File: src/rtl/wdt_pkg.sv
package wdt_pkg;

    localparam int DATA_W    = 8;
    localparam int ADDR_W    = 2;
    localparam int MULT_W    = 5;
    localparam int RES_W     = 2;
    // largest interval: max multiplier shifted by 2*(max resolution)
    localparam int CNT_W     = MULT_W + 2 * ((1 << RES_W) - 1);
    localparam int FLAG_BIT  = 7;
    localparam int AUX_CLR   = 6;

    typedef enum logic [ADDR_W-1:0] {
        A_STATUS = 2'd0,
        A_CTRL   = 2'd1,
        A_AUX    = 2'd2,
        A_SPARE  = 2'd3
    } reg_addr_e;

    typedef struct packed {
        logic              steer_rst;
        logic [MULT_W-1:0] mult;
        logic [RES_W-1:0]  res;
    } wdt_ctrl_t;

    typedef logic [CNT_W-1:0] wdt_cnt_t;

    function automatic wdt_cnt_t interval_of(input wdt_ctrl_t c);
        wdt_cnt_t base;
        base = CNT_W'(c.mult);
        return base << (2 * int'(c.res));
    endfunction

endpackage

File: src/rtl/wdt_regs.sv
module wdt_regs
    import wdt_pkg::*;
(
    input  logic              clk,
    input  logic              rst,
    input  logic              wr_en,
    input  logic [ADDR_W-1:0] addr,
    input  logic [DATA_W-1:0] wr_data,
    input  logic              expire,
    output wdt_ctrl_t         ctrl_q,
    output logic              flag_q,
    output logic [DATA_W-1:0] aux_q,
    output logic [DATA_W-1:0] rd_data
);

    logic              wr_ctrl;
    logic              wr_aux;
    logic              rst_kind;
    wdt_ctrl_t         ctrl_d;
    logic              flag_d;
    logic [DATA_W-1:0] aux_d;

    assign wr_ctrl  = wr_en && (addr == A_CTRL);
    assign wr_aux   = wr_en && (addr == A_AUX);
    assign rst_kind = expire && ctrl_q.steer_rst;

    always_comb begin
        ctrl_d = ctrl_q;
        flag_d = flag_q;
        aux_d  = aux_q;
        if (wr_ctrl) begin
            ctrl_d = wdt_ctrl_t'(wr_data);
            flag_d = 1'b0;
        end else if (rst_kind) begin
            ctrl_d = '0;
        end
        if (expire) begin
            flag_d = 1'b1;
        end
        if (wr_aux) begin
            aux_d = wr_data;
        end
        if (rst_kind) begin
            aux_d[AUX_CLR] = 1'b0;
        end
    end

    always_ff @(posedge clk) begin
        if (rst) begin
            ctrl_q <= '0;
            flag_q <= 1'b0;
            aux_q  <= '0;
        end else begin
            ctrl_q <= ctrl_d;
            flag_q <= flag_d;
            aux_q  <= aux_d;
        end
    end

    always_comb begin
        rd_data = '0;
        case (reg_addr_e'(addr))
            A_STATUS: rd_data[FLAG_BIT] = flag_q;
            A_CTRL:   rd_data = DATA_W'(ctrl_q);
            A_AUX:    rd_data = aux_q;
            default:  rd_data = '0;
        endcase
    end

endmodule

File: src/rtl/wdt_counter.sv
module wdt_counter
    import wdt_pkg::*;
(
    input  logic     clk,
    input  logic     rst,
    input  logic     restart,
    input  logic     tick,
    input  wdt_cnt_t load_val,
    output logic     expire
);

    wdt_cnt_t cnt_q;
    logic     run_q;
    logic     last;

    assign last   = (cnt_q == CNT_W'(1));
    assign expire = run_q && tick && !restart && last;

    always_ff @(posedge clk) begin
        if (rst) begin
            cnt_q <= '0;
            run_q <= 1'b0;
        end else if (restart) begin
            cnt_q <= load_val;
            run_q <= (load_val != '0);
        end else if (run_q && tick) begin
            cnt_q <= cnt_q - CNT_W'(1);
            if (last) begin
                run_q <= 1'b0;
            end
        end
    end

endmodule

File: src/rtl/wdt_pulse.sv
module wdt_pulse (
    input  logic clk,
    input  logic rst,
    input  logic expire,
    input  logic steer_rst,
    output logic irq_pulse,
    output logic reset_req
);

    always_ff @(posedge clk) begin
        if (rst) begin
            irq_pulse <= 1'b0;
            reset_req <= 1'b0;
        end else begin
            irq_pulse <= expire && !steer_rst;
            reset_req <= expire && steer_rst;
        end
    end

endmodule

File: src/rtl/wdt_encoded_top.sv
module wdt_encoded_top
    import wdt_pkg::*;
(
    input  logic              clk,
    input  logic              rst,
    input  logic [ADDR_W-1:0] reg_addr,
    input  logic [DATA_W-1:0] reg_wdata,
    input  logic              reg_wr,
    input  logic              reg_rd,
    output logic [DATA_W-1:0] reg_rdata,
    input  logic              tick_16hz,
    output logic              irq_pulse,
    output logic              reset_req
);

    wdt_ctrl_t         ctrl_q;
    logic              flag_q;
    logic [DATA_W-1:0] aux_q;
    logic              expire;
    logic              restart;
    wdt_ctrl_t         load_src;
    wdt_cnt_t          load_val;

    // write data takes precedence over the stored byte when both access it
    assign restart  = (reg_wr || reg_rd) && (reg_addr == A_CTRL);
    assign load_src = reg_wr ? wdt_ctrl_t'(reg_wdata) : ctrl_q;
    assign load_val = interval_of(load_src);

    wdt_regs u_regs (
        .clk     (clk),
        .rst     (rst),
        .wr_en   (reg_wr),
        .addr    (reg_addr),
        .wr_data (reg_wdata),
        .expire  (expire),
        .ctrl_q  (ctrl_q),
        .flag_q  (flag_q),
        .aux_q   (aux_q),
        .rd_data (reg_rdata)
    );

    wdt_counter u_cnt (
        .clk      (clk),
        .rst      (rst),
        .restart  (restart),
        .tick     (tick_16hz),
        .load_val (load_val),
        .expire   (expire)
    );

    wdt_pulse u_pulse (
        .clk       (clk),
        .rst       (rst),
        .expire    (expire),
        .steer_rst (ctrl_q.steer_rst),
        .irq_pulse (irq_pulse),
        .reset_req (reset_req)
    );

endmodule

File: config.mk
export PLATFORM = sky130hd
export DESIGN_NAME = wdt_encoded_top
export DESIGN_NICKNAME = d
export VERILOG_FILES = /design/src/rtl/wdt_pkg.sv /design/src/rtl/wdt_regs.sv /design/src/rtl/wdt_counter.sv /design/src/rtl/wdt_pulse.sv /design/src/rtl/wdt_encoded_top.sv
export SDC_FILE = /design/constraint.sdc
export NUM_CORES = 1
export LEC_CHECK = 0
export ABC_AREA = 1
export ABC_CLOCK_PERIOD_IN_PS = 2400
export CAP_MARGIN = 20
export CORE_UTILIZATION = 45
export CTS_CLUSTER_DIAMETER = 40
export CTS_CLUSTER_SIZE = 28
export DETAILED_ROUTE_END_ITERATION = 10
export DONT_BUFFER_PORTS = 1
export GPL_ROUTABILITY_DRIVEN = 0
export GPL_TIMING_DRIVEN = 0
export HOLD_SLACK_MARGIN = 0.06
export PLACE_DENSITY = 0.68
export SLEW_MARGIN = 0
export SYNTH_ARGS = -nofsm -noshare
export SYNTH_HDL_FRONTEND = slang
export SYNTH_SLANG_ARGS = --single-unit
File: constraint.sdc
create_clock -name clk -period 2.4 [get_ports clk]
set_input_delay 0.36 -clock clk [delete_from_list [all_inputs] [get_ports clk]]
set_output_delay 0.36 -clock clk [all_outputs]
set_load 0.02 [all_outputs]
==> results_dict.tcl, run 1 <==
set metrics [dict create \
    clockBufferDepth 2 \
    regToRegSetupSlack_ns 0.89 \
    wl_per_cell_um 13.07 \
    synth_top_area_share_pct 31.88 \
    yosysTopAreaCell "dfxtp_1" \
    grt_start_max_net_pins 11 \
    hold_violations 0 \
    p_leak_nw 0.9405 \
    slew_headroom_pct 62.81 \
    cp-start-kind "input pin" \
    die_area_mm2 0.004593 \
    tns_ns 0 \
    syn_inst 303 \
    cts_tree "built" \
    cts_sinks 31 \
    async_flop_share_pct 0 \
    arrival_ns 1.22 \
    fmax_ghz 0.6346 \
    drv_slew 0 \
    synth-main-ff-cell "dfxtp_1" \
    remaining_drc_errors 0 \
    rsz0062_at_grt "no" \
    status "complete, no violations" \
    placementRows 23 \
    hpwl_mm 3.603 \
    cts_made_buffers 5 \
    grt_pass1_wl_mm 8.176 \
    synth_cell_type_count 34 \
    multi_input_area_mm2 0.001151 \
    synthTopCellsByCount "nand2_1, nor2_1, dfxtp_1" \
    grt_pass1_vias 1817 \
    crit_required_ns 2.04 \
    cp_max_fo 9 \
    start_util_pct 47.64 \
    seqCellArea_um2 620.6 \
    skew_ns 0.002891 \
    synth-edff-count 0 \
    synthTopCellsByArea "dfxtp_1, nand2_1, nand3_1, nor2_1, a21oi_1" \
    routed_wl_mm 4.720 \
    vias_per_cell 5.319 \
    ys_seq_area_share_pct 31.88 \
    ctsResizeCount 0 \
    final_core_util_pct 52.05 \
    power.total_mw 1.349 \
    die_w_um 67.78 \
    hp-class "input pin to flop" \
    clock_latency_ns 0.28 \
    fillers 448 \
    post_cts.repair.setup_buffers 0 \
    port_buffers 0 \
    min_period_ns 1.576 \
    syn_avg_cell_area_um2 6.425 \
    setup_violations 0 \
    syn_area_mm2 0.001947 \
    critPathKind "input pin to output pin" \
    min_period_over_period_pct 65.66 \
    path_clk_slew_ns 0.07 \
    ys_seq_elements 31 \
    overflow 0 \
    first_pass_iters 4 \
    peakVddDrop_v 0.0002504 \
    die_h_um 67.78 \
    core-area_mm2 0.004086 \
    synth_nets 324 \
    drt_iter0_markers 128 \
    placed_cell_area_mm2 0.002009 \
    yosysWarnings 0 \
    grt_use_total_pct 24.02 \
    htree_levels 2 \
    pin_count 25 \
    antenna_found_initial 0 \
    p_per_area_mw_per_mm2 634.4 \
    antenna_left 0 \
    maxCapViolCount 0 \
    setup_ws_ns 0.8241 \
    synthToLayoutAreaGrowth_pct 9.255 \
    yosysMostFrequentCell "nand2_1" \
    cts_hold_buf 0 \
    tightest_slew_ns 0.5579 \
    cts_root_buf "clkbuf_8" \
    drive_gt1_share_pct 10.29 \
    dp_slack_ns 0.6183 \
    diodes 0 \
    vias 1920 \
    final_cell_area_mm2 0.002127 \
    nets 331 \
    end_kind "output pin" \
]
[path summary, 6_finish.rpt]
path                                                   from                            end  depth (start not counted)
worst min-delay path                           reg_wdata[6]  u_regs.ctrl_q[6]$_SDFFE_PP0P_                          2
worst max-delay path                            reg_addr[0]                   reg_rdata[4]                          5
worst max register to register  u_cnt.cnt_q[8]$_SDFFE_PP0P_   u_regs.aux_q[6]$_SDFFE_PP0P_                          7
worst min register to register   u_regs.flag_q$_SDFFE_PP0P_     u_regs.flag_q$_SDFFE_PP0P_                          2
[stage by stage]
stage                     std cells  hold WS, ns
final                           361       0.2219
after global routing            361       0.2221
after CTS                       361       0.2185
after detailed placement        353       0.4652
after global placement          353       0.4604
after floorplan                 303       0.4456
[worst max-delay path: stages]
cell and delay, ns:
inv_1 0.06, ha_1 0.14, buf_2 0.20, nand2_1 0.07
a21oi_1 0.39
[where the power goes]
group	internal (mW)	switching (mW)	leakage [nW]
Combinational	0.0844	0.164	0.627
Sequential	0.541	0.0194	0.253
Clock	0.336	0.204	0.0612
Total	0.961	0.388	0.941
[logic make-up after synthesis]
kind of cell	after synthesis	share of synthesized area [%]
XOR/XNOR	2	0.8999
AND/OR/NAND/NOR	181	41.45
buffers and inverters	38	8.997
adder cells (fa/ha/maj)	6	3.856
flip-flops	31	31.88
AO/OA/AOI/OAI	45	12.92
[registers in the layout, indices dropped and copies added (netlist names)]
register           count
u_pulse.reset_req      1
u_regs.flag_q          1
u_pulse.irq_pulse      1
u_cnt.cnt_q           11
u_cnt.run_q            1
u_regs.ctrl_q          8
u_regs.aux_q           8
[routing by layer]
| layer | vias up | routed length, µm | track usage (%) |
|---|---|---|---|
| li1 | 998 | - | - |
| met1 | 876 | 2267 | 31.10 |
| met2 | 41 | 2182 | 39.73 |
| met3 | 5 | 228 | 4.561 |
| met4 | 0 | 42 | 7.813 |
| met5 | - | 0 | 0 |
[placed cells by master, fill, tap and decap left out, types with 3 or more instances in the layout]
master and n:
a21oi_1 24, a31oi_1 5, buf_6 4, clkbuf_8 6
dfxtp_1 31, ha_1 6, inv_1 25, inv_2 3
nand2_1 96, nand2_2 5, nand3_1 27, nand4_1 6
nor2_1 36, o21ai_0 8
[final cells by class]
cell class	instances	area share, %
multi-input cells	234	54.12
clock inverters	2	1.647
flip-flops and latches	31	29.18
plain buffers	9	3.118
clock buffers	6	3.882
inverters	29	5.118
well taps	50	2.941
Note: power is estimated with default switching activity, not from simulation.
==> run 2, diff against run 1 <==
--- a/config.mk
+++ b/config.mk
@@ -6,7 +6,7 @@
 export NUM_CORES = 1
 export LEC_CHECK = 0
 export ABC_AREA = 1
-export ABC_CLOCK_PERIOD_IN_PS = 2400
+export ABC_CLOCK_PERIOD_IN_PS = 1600
 export CAP_MARGIN = 20
 export CORE_UTILIZATION = 45
 export CTS_CLUSTER_DIAMETER = 40
==> constraint.sdc (replaced) <==
create_clock -name clk -period 1.6 [get_ports clk]
set_input_delay 0.24 -clock clk [delete_from_list [all_inputs] [get_ports clk]]
set_output_delay 0.24 -clock clk [all_outputs]
set_load 0.02 [all_outputs]
==> results_dict.tcl, run 2 (synthesis gave the netlist of run 1 again) <==
set metrics [dict create \
    status "complete, no violations" \
    drt_iter0_markers 120 \
    end_kind "flop" \
    die_w_um 67.78 \
    crit_top_cell "nor2_2" \
    maxCapViolCount 0 \
    vias 1907 \
    remaining_drc_errors 0 \
    clock_latency_ns 0.28 \
    vias_per_cell 5.268 \
    critical_path.top_delay_family "simple AND/OR/NAND/NOR gates" \
    hpwl_mm 3.603 \
    start_util_pct 47.64 \
    drv_slew 0 \
    cts_made_buffers 5 \
    rsz0062_at_grt "no" \
    regMostFlops "u_cnt.cnt_q" \
    crit_path_top_delay_cell "dfxtp_1" \
    cts_root_buf "clkbuf_8" \
    dp_slack_ns -0.06169 \
    die_h_um 67.78 \
    nets 332 \
    overflow 0 \
    crit_required_ns 1.77 \
    setup_violations 0 \
    power.total_mw 2.024 \
    tns_ns 0 \
    antenna_found_initial 0 \
    cts_hold_buf 0 \
    tightest_slew_ns 0.5502 \
    pin_count 25 \
    cp_cell_sequence "or2_2, nor2_2, nand4_1, nor2_2, nand2_1, o211ai_1, inv_1" \
    top_regs "u_cnt.cnt_q: 11 flops, u_regs.aux_q: 8 flops, u_regs.ctrl_q: 8 flops" \
    min_period_ns 1.439 \
    largest_reg_flops 11 \
    path_clk_slew_ns 0.07 \
    grt_pass1_vias 1817 \
    port_buffers 0 \
    skew_ns 0.003059 \
    crit_buf_inv 1 \
    slew_headroom_pct 63.32 \
    hold_violations 0 \
    final_common_cell "nand2_1" \
    diodes 0 \
    die_area_mm2 0.004593 \
    fillers 447 \
    wl_per_cell_um 13.03 \
    hold_ws_ns 0.1035 \
    htree_levels 2 \
    arrival_ns 1.61 \
    first_pass_iters 4 \
    cp_max_fo 5 \
    cp_slowest_stage_delay_ns 0.35 \
    final_cell_mix "nand2_1, nor2_1, dfxtp_1, nand3_1, inv_1" \
    grt_start_max_net_pins 11 \
    setup_ws_ns 0.1613 \
    core-area_mm2 0.004086 \
    synthToLayoutAreaGrowth_pct 9.897 \
    grt_use_total_pct 24.02 \
    min_period_over_period_pct 89.92 \
    fmax_ghz 0.6951 \
    antenna_left 0 \
    drive_gt1_share_pct 11.22 \
    clockBufferDepth 2 \
    peakVddDrop_v 0.0003757 \
    cts_sinks 31 \
    p_leak_nw 0.9419 \
    grt_pass1_wl_mm 8.176 \
    placementRows 23 \
    critPathKind "flop to flop" \
    cp-start-kind "flop" \
    routed_wl_mm 4.716 \
    p_per_area_mw_per_mm2 945.9 \
    hp-class "input pin to flop" \
    cts_tree "built" \
]
run 2: layout make-up:
class | count | area [µm²] | area share [%]
Buffer | 9 | 66.31 | 3.099
Clock buffer | 6 | 82.58 | 3.860
Clock inverter | 2 | 35.03 | 1.637
Inverter | 29 | 108.9 | 5.088
Multi-Input combinational cell | 234 | 1156 | 54.04
Sequential cell | 31 | 620.6 | 29.01
Tap cell | 50 | 62.56 | 2.924
Timing Repair Buffer | 1 | 7.507 | 0.3509
run 2: routing by layer:
layer / vias up / part of all wire, % / GRT usage (%) / routed length [µm]
met1: 865 / 49 / 31.10 / 2300
met5: - / 0 / 0 / 0
li1: 1000 / - / - / -
met4: 0 / 0.59 / 7.813 / 28
met2: 40 / 46 / 39.73 / 2180
met3: 2 / 4.4 / 4.561 / 207
run 2: worst paths after layout:
check / startpoint / end / slack [ns] / cells past startpoint
worst max-delay path: u_cnt.cnt_q[8]$_SDFFE_PP0P_ / u_regs.aux_q[6]$_SDFFE_PP0P_ / 0.16 / 7
worst min-delay path: reg_wdata[6] / u_regs.ctrl_q[6]$_SDFFE_PP0P_ / 0.10 / 2
worst max register to register: u_cnt.cnt_q[8]$_SDFFE_PP0P_ / u_regs.aux_q[6]$_SDFFE_PP0P_ / 0.16 / 7
worst min register to register: u_regs.flag_q$_SDFFE_PP0P_ / u_regs.flag_q$_SDFFE_PP0P_ / 0.47 / 2
run 2: worst reg2reg max path: stages, from the launching register on:
cell and delay [ns]:
dfxtp_1 0.35, or2_2 0.32, nor2_2 0.10, nand4_1 0.16, nor2_2 0.16, nand2_1 0.09
o211ai_1 0.09, inv_1 0.06
run 2: per-stage QoR:
stage	instance area [µm²]	utilization [%]	cells
floorplan	1947	-	303
global placement	2009	49.17	353
detailed placement	2009	49.17	353
CTS	2127	52.05	361
global route	2140	52.36	362
finish	2140	52.36	362
run 2: report_power, final:
part           switching, mW  leakage (nW)  internal (mW)
logic                  0.248         0.628          0.127
registers             0.0290         0.253          0.812
clock network          0.305        0.0612          0.504
total                  0.581         0.942           1.44
run 2: timing repair:
| action | CTS | global route |
|---|---|---|
| hold endpoints to repair | 0 | 0 |
| setup buffers | 0 | 1 |
| gates resized for setup | 0 | 2 |
| endpoints found under the setup margin | 0 | 1 |
==> run 3, diff against run 2 <==
--- a/config.mk
+++ b/config.mk
@@ -6,7 +6,6 @@
 export NUM_CORES = 1
 export LEC_CHECK = 0
 export ABC_AREA = 1
-export ABC_CLOCK_PERIOD_IN_PS = 1600
 export CAP_MARGIN = 20
 export CORE_UTILIZATION = 45
 export CTS_CLUSTER_DIAMETER = 40
@@ -16,7 +15,7 @@
 export GPL_ROUTABILITY_DRIVEN = 0
 export GPL_TIMING_DRIVEN = 0
 export HOLD_SLACK_MARGIN = 0.06
-export PLACE_DENSITY = 0.68
+export PLACE_DENSITY_LB_ADDON = 0.12
 export SLEW_MARGIN = 0
 export SYNTH_ARGS = -nofsm -noshare
 export SYNTH_HDL_FRONTEND = slang
==> constraint.sdc (replaced) <==
create_clock -name clk -period 1.5 [get_ports clk]
set_input_delay 0.225 -clock clk [delete_from_list [all_inputs] [get_ports clk]]
set_output_delay 0.225 -clock clk [all_outputs]
set_load 0.02 [all_outputs]
==> results_dict.tcl, run 3 (synthesis gave the netlist of run 1 again) <==
set metrics [dict create \
    vias 1919 \
    nets 332 \
    routed_wl_mm 4.910 \
    antenna_found_initial 0 \
    top_regs "u_cnt.cnt_q: 11 flops, u_regs.aux_q: 8 flops, u_regs.ctrl_q: 8 flops" \
    first_pass_iters 4 \
    drive_gt1_share_pct 13.46 \
    place_inst 353 \
    grt_use_total_pct 24.03 \
    crit_required_ns 1.69 \
    cts_root_buf "clkbuf_8" \
    die_h_um 67.78 \
    largest_reg_flops 11 \
    final_common_cell "nand2_1" \
    p_per_area_mw_per_mm2 957.5 \
    tightest_slew_ns 0.5455 \
    skew_ns 0.005999 \
    final_core_util_pct 52.76 \
    rsz0062_at_grt "yes" \
    htree_levels 2 \
    crit_buf_inv 2 \
    regToRegSetupSlack_ns 0.11 \
    setup_violations 0 \
    peakVddDrop_v 0.0005385 \
    clock_latency_ns 0.29 \
    final_cell_mix "nand2_1, nor2_1, dfxtp_1, nand3_1, inv_1" \
    hold_violations 0 \
    slew_headroom_pct 63.63 \
    cts_made_buffers 5 \
    grt_start_max_net_pins 11 \
    grt_pass1_vias 1807 \
    grt_pass1_wl_mm 8.142 \
    p_leak_nw 0.9290 \
    critical_path.top_delay_family "simple AND/OR/NAND/NOR gates" \
    wl_per_cell_um 13.56 \
    hp-class "input pin to flop" \
    arrival_ns 1.58 \
    maxCapViolCount 0 \
    clockBufferDepth 2 \
    cp_slowest_stage_delay_ns 0.33 \
    cts_tree "built" \
    critPathKind "flop to flop" \
    crit_path_top_delay_cell "dfxtp_1" \
    fillers 445 \
    diodes 0 \
    path_clk_slew_ns 0.07 \
    end_kind "flop" \
    start_util_pct 47.64 \
    cp-start-kind "flop" \
    hpwl_mm 3.706 \
    cts_sinks 31 \
    regMostFlops "u_cnt.cnt_q" \
    overflow 0 \
    fmax_ghz 0.7214 \
    cp_cell_sequence "inv_1, ha_1, nand2_1, nor2_2, a21oi_1, o21ai_0, nand3_1, nand2_1, inv_1" \
    drt_iter0_markers 77 \
    pin_count 25 \
    tns_ns 0 \
    setup_ws_ns 0.1139 \
    power.total_mw 2.064 \
    core-area_mm2 0.004086 \
    fin_cells 362 \
    status "complete, no violations" \
    port_buffers 0 \
    remaining_drc_errors 0 \
    cts_hold_buf 0 \
    cp_max_fo 3 \
    min_period_over_period_pct 92.41 \
    vias_per_cell 5.301 \
    die_w_um 67.78 \
    min_period_ns 1.386 \
    antenna_left 0 \
    placementRows 23 \
    synthToLayoutAreaGrowth_pct 10.73 \
    dp_slack_ns -0.1518 \
    die_area_mm2 0.004593 \
    drv_slew 0 \
]
run 3: cell type report:
class | count | area [µm²] | share of cell area (%)
buffer | 9 | 66.31 | 3.076
inverter | 29 | 108.9 | 5.049
sequential | 31 | 623.1 | 28.90
multi-input combinational | 234 | 1184 | 54.90
clock buffer | 7 | 96.34 | 4.469
timing repair buffer | 1 | 7.507 | 0.3482
clock inverter | 1 | 7.507 | 0.3482
tap | 50 | 62.56 | 2.902
run 3: what timing repair did:
action / CTS / global route
resized for setup: 0 / 12
endpoints found under the setup margin: 1 / 15
pin swaps: 1 / 2
buffers inserted: 1 / 0
run 3: per-stage QoR:
step | hold WS, ns | instance area [µm²]
after detailed placement | 0.3793 | 2009
after global placement | 0.3770 | 2009
after global routing | 0.07773 | 2156
after floorplan | 0.3740 | 1947
final | 0.07767 | 2156
after CTS | 0.07448 | 2121
run 3: power breakdown:
part	switching [mW]	total, mW	leakage, nW	internal, mW
clock	0.335	0.753	0.0505	0.417
combinational	0.273	0.413	0.625	0.140
sequential	0.0321	0.899	0.254	0.866
run 3: per-layer routing:
layer | routed length, µm | vias up | share of wire (%) | GRT usage, %
met5 | 0 | - | 0 | 0
met4 | 97 | 0 | 2.0 | 9.896
met3 | 263 | 9 | 5.4 | 5.068
met2 | 2165 | 49 | 44 | 37.75
met1 | 2384 | 863 | 49 | 31.64
li1 | - | 998 | - | -
run 3: path summary, 6_finish.rpt:
kind	end	from	cells after the start
worst min-delay path	u_regs.ctrl_q[4]$_SDFFE_PP0P_	reg_wdata[4]	2
worst max register to register	u_cnt.cnt_q[8]$_SDFFE_PP0P_	u_cnt.cnt_q[0]$_SDFFE_PP0P_	9
worst max-delay path	u_cnt.cnt_q[8]$_SDFFE_PP0P_	u_cnt.cnt_q[0]$_SDFFE_PP0P_	9
worst min register to register	u_regs.aux_q[5]$_SDFFE_PP0P_	u_regs.aux_q[5]$_SDFFE_PP0P_	2
run 3: worst register-to-register path, delay by kind of cell (launching register included):
family	cells	cell delay [ns]
compound gates	2	0.16
fa+ha+maj	1	0.19
buf+inv	2	0.13
flops	1	0.33
simple gates	4	0.48
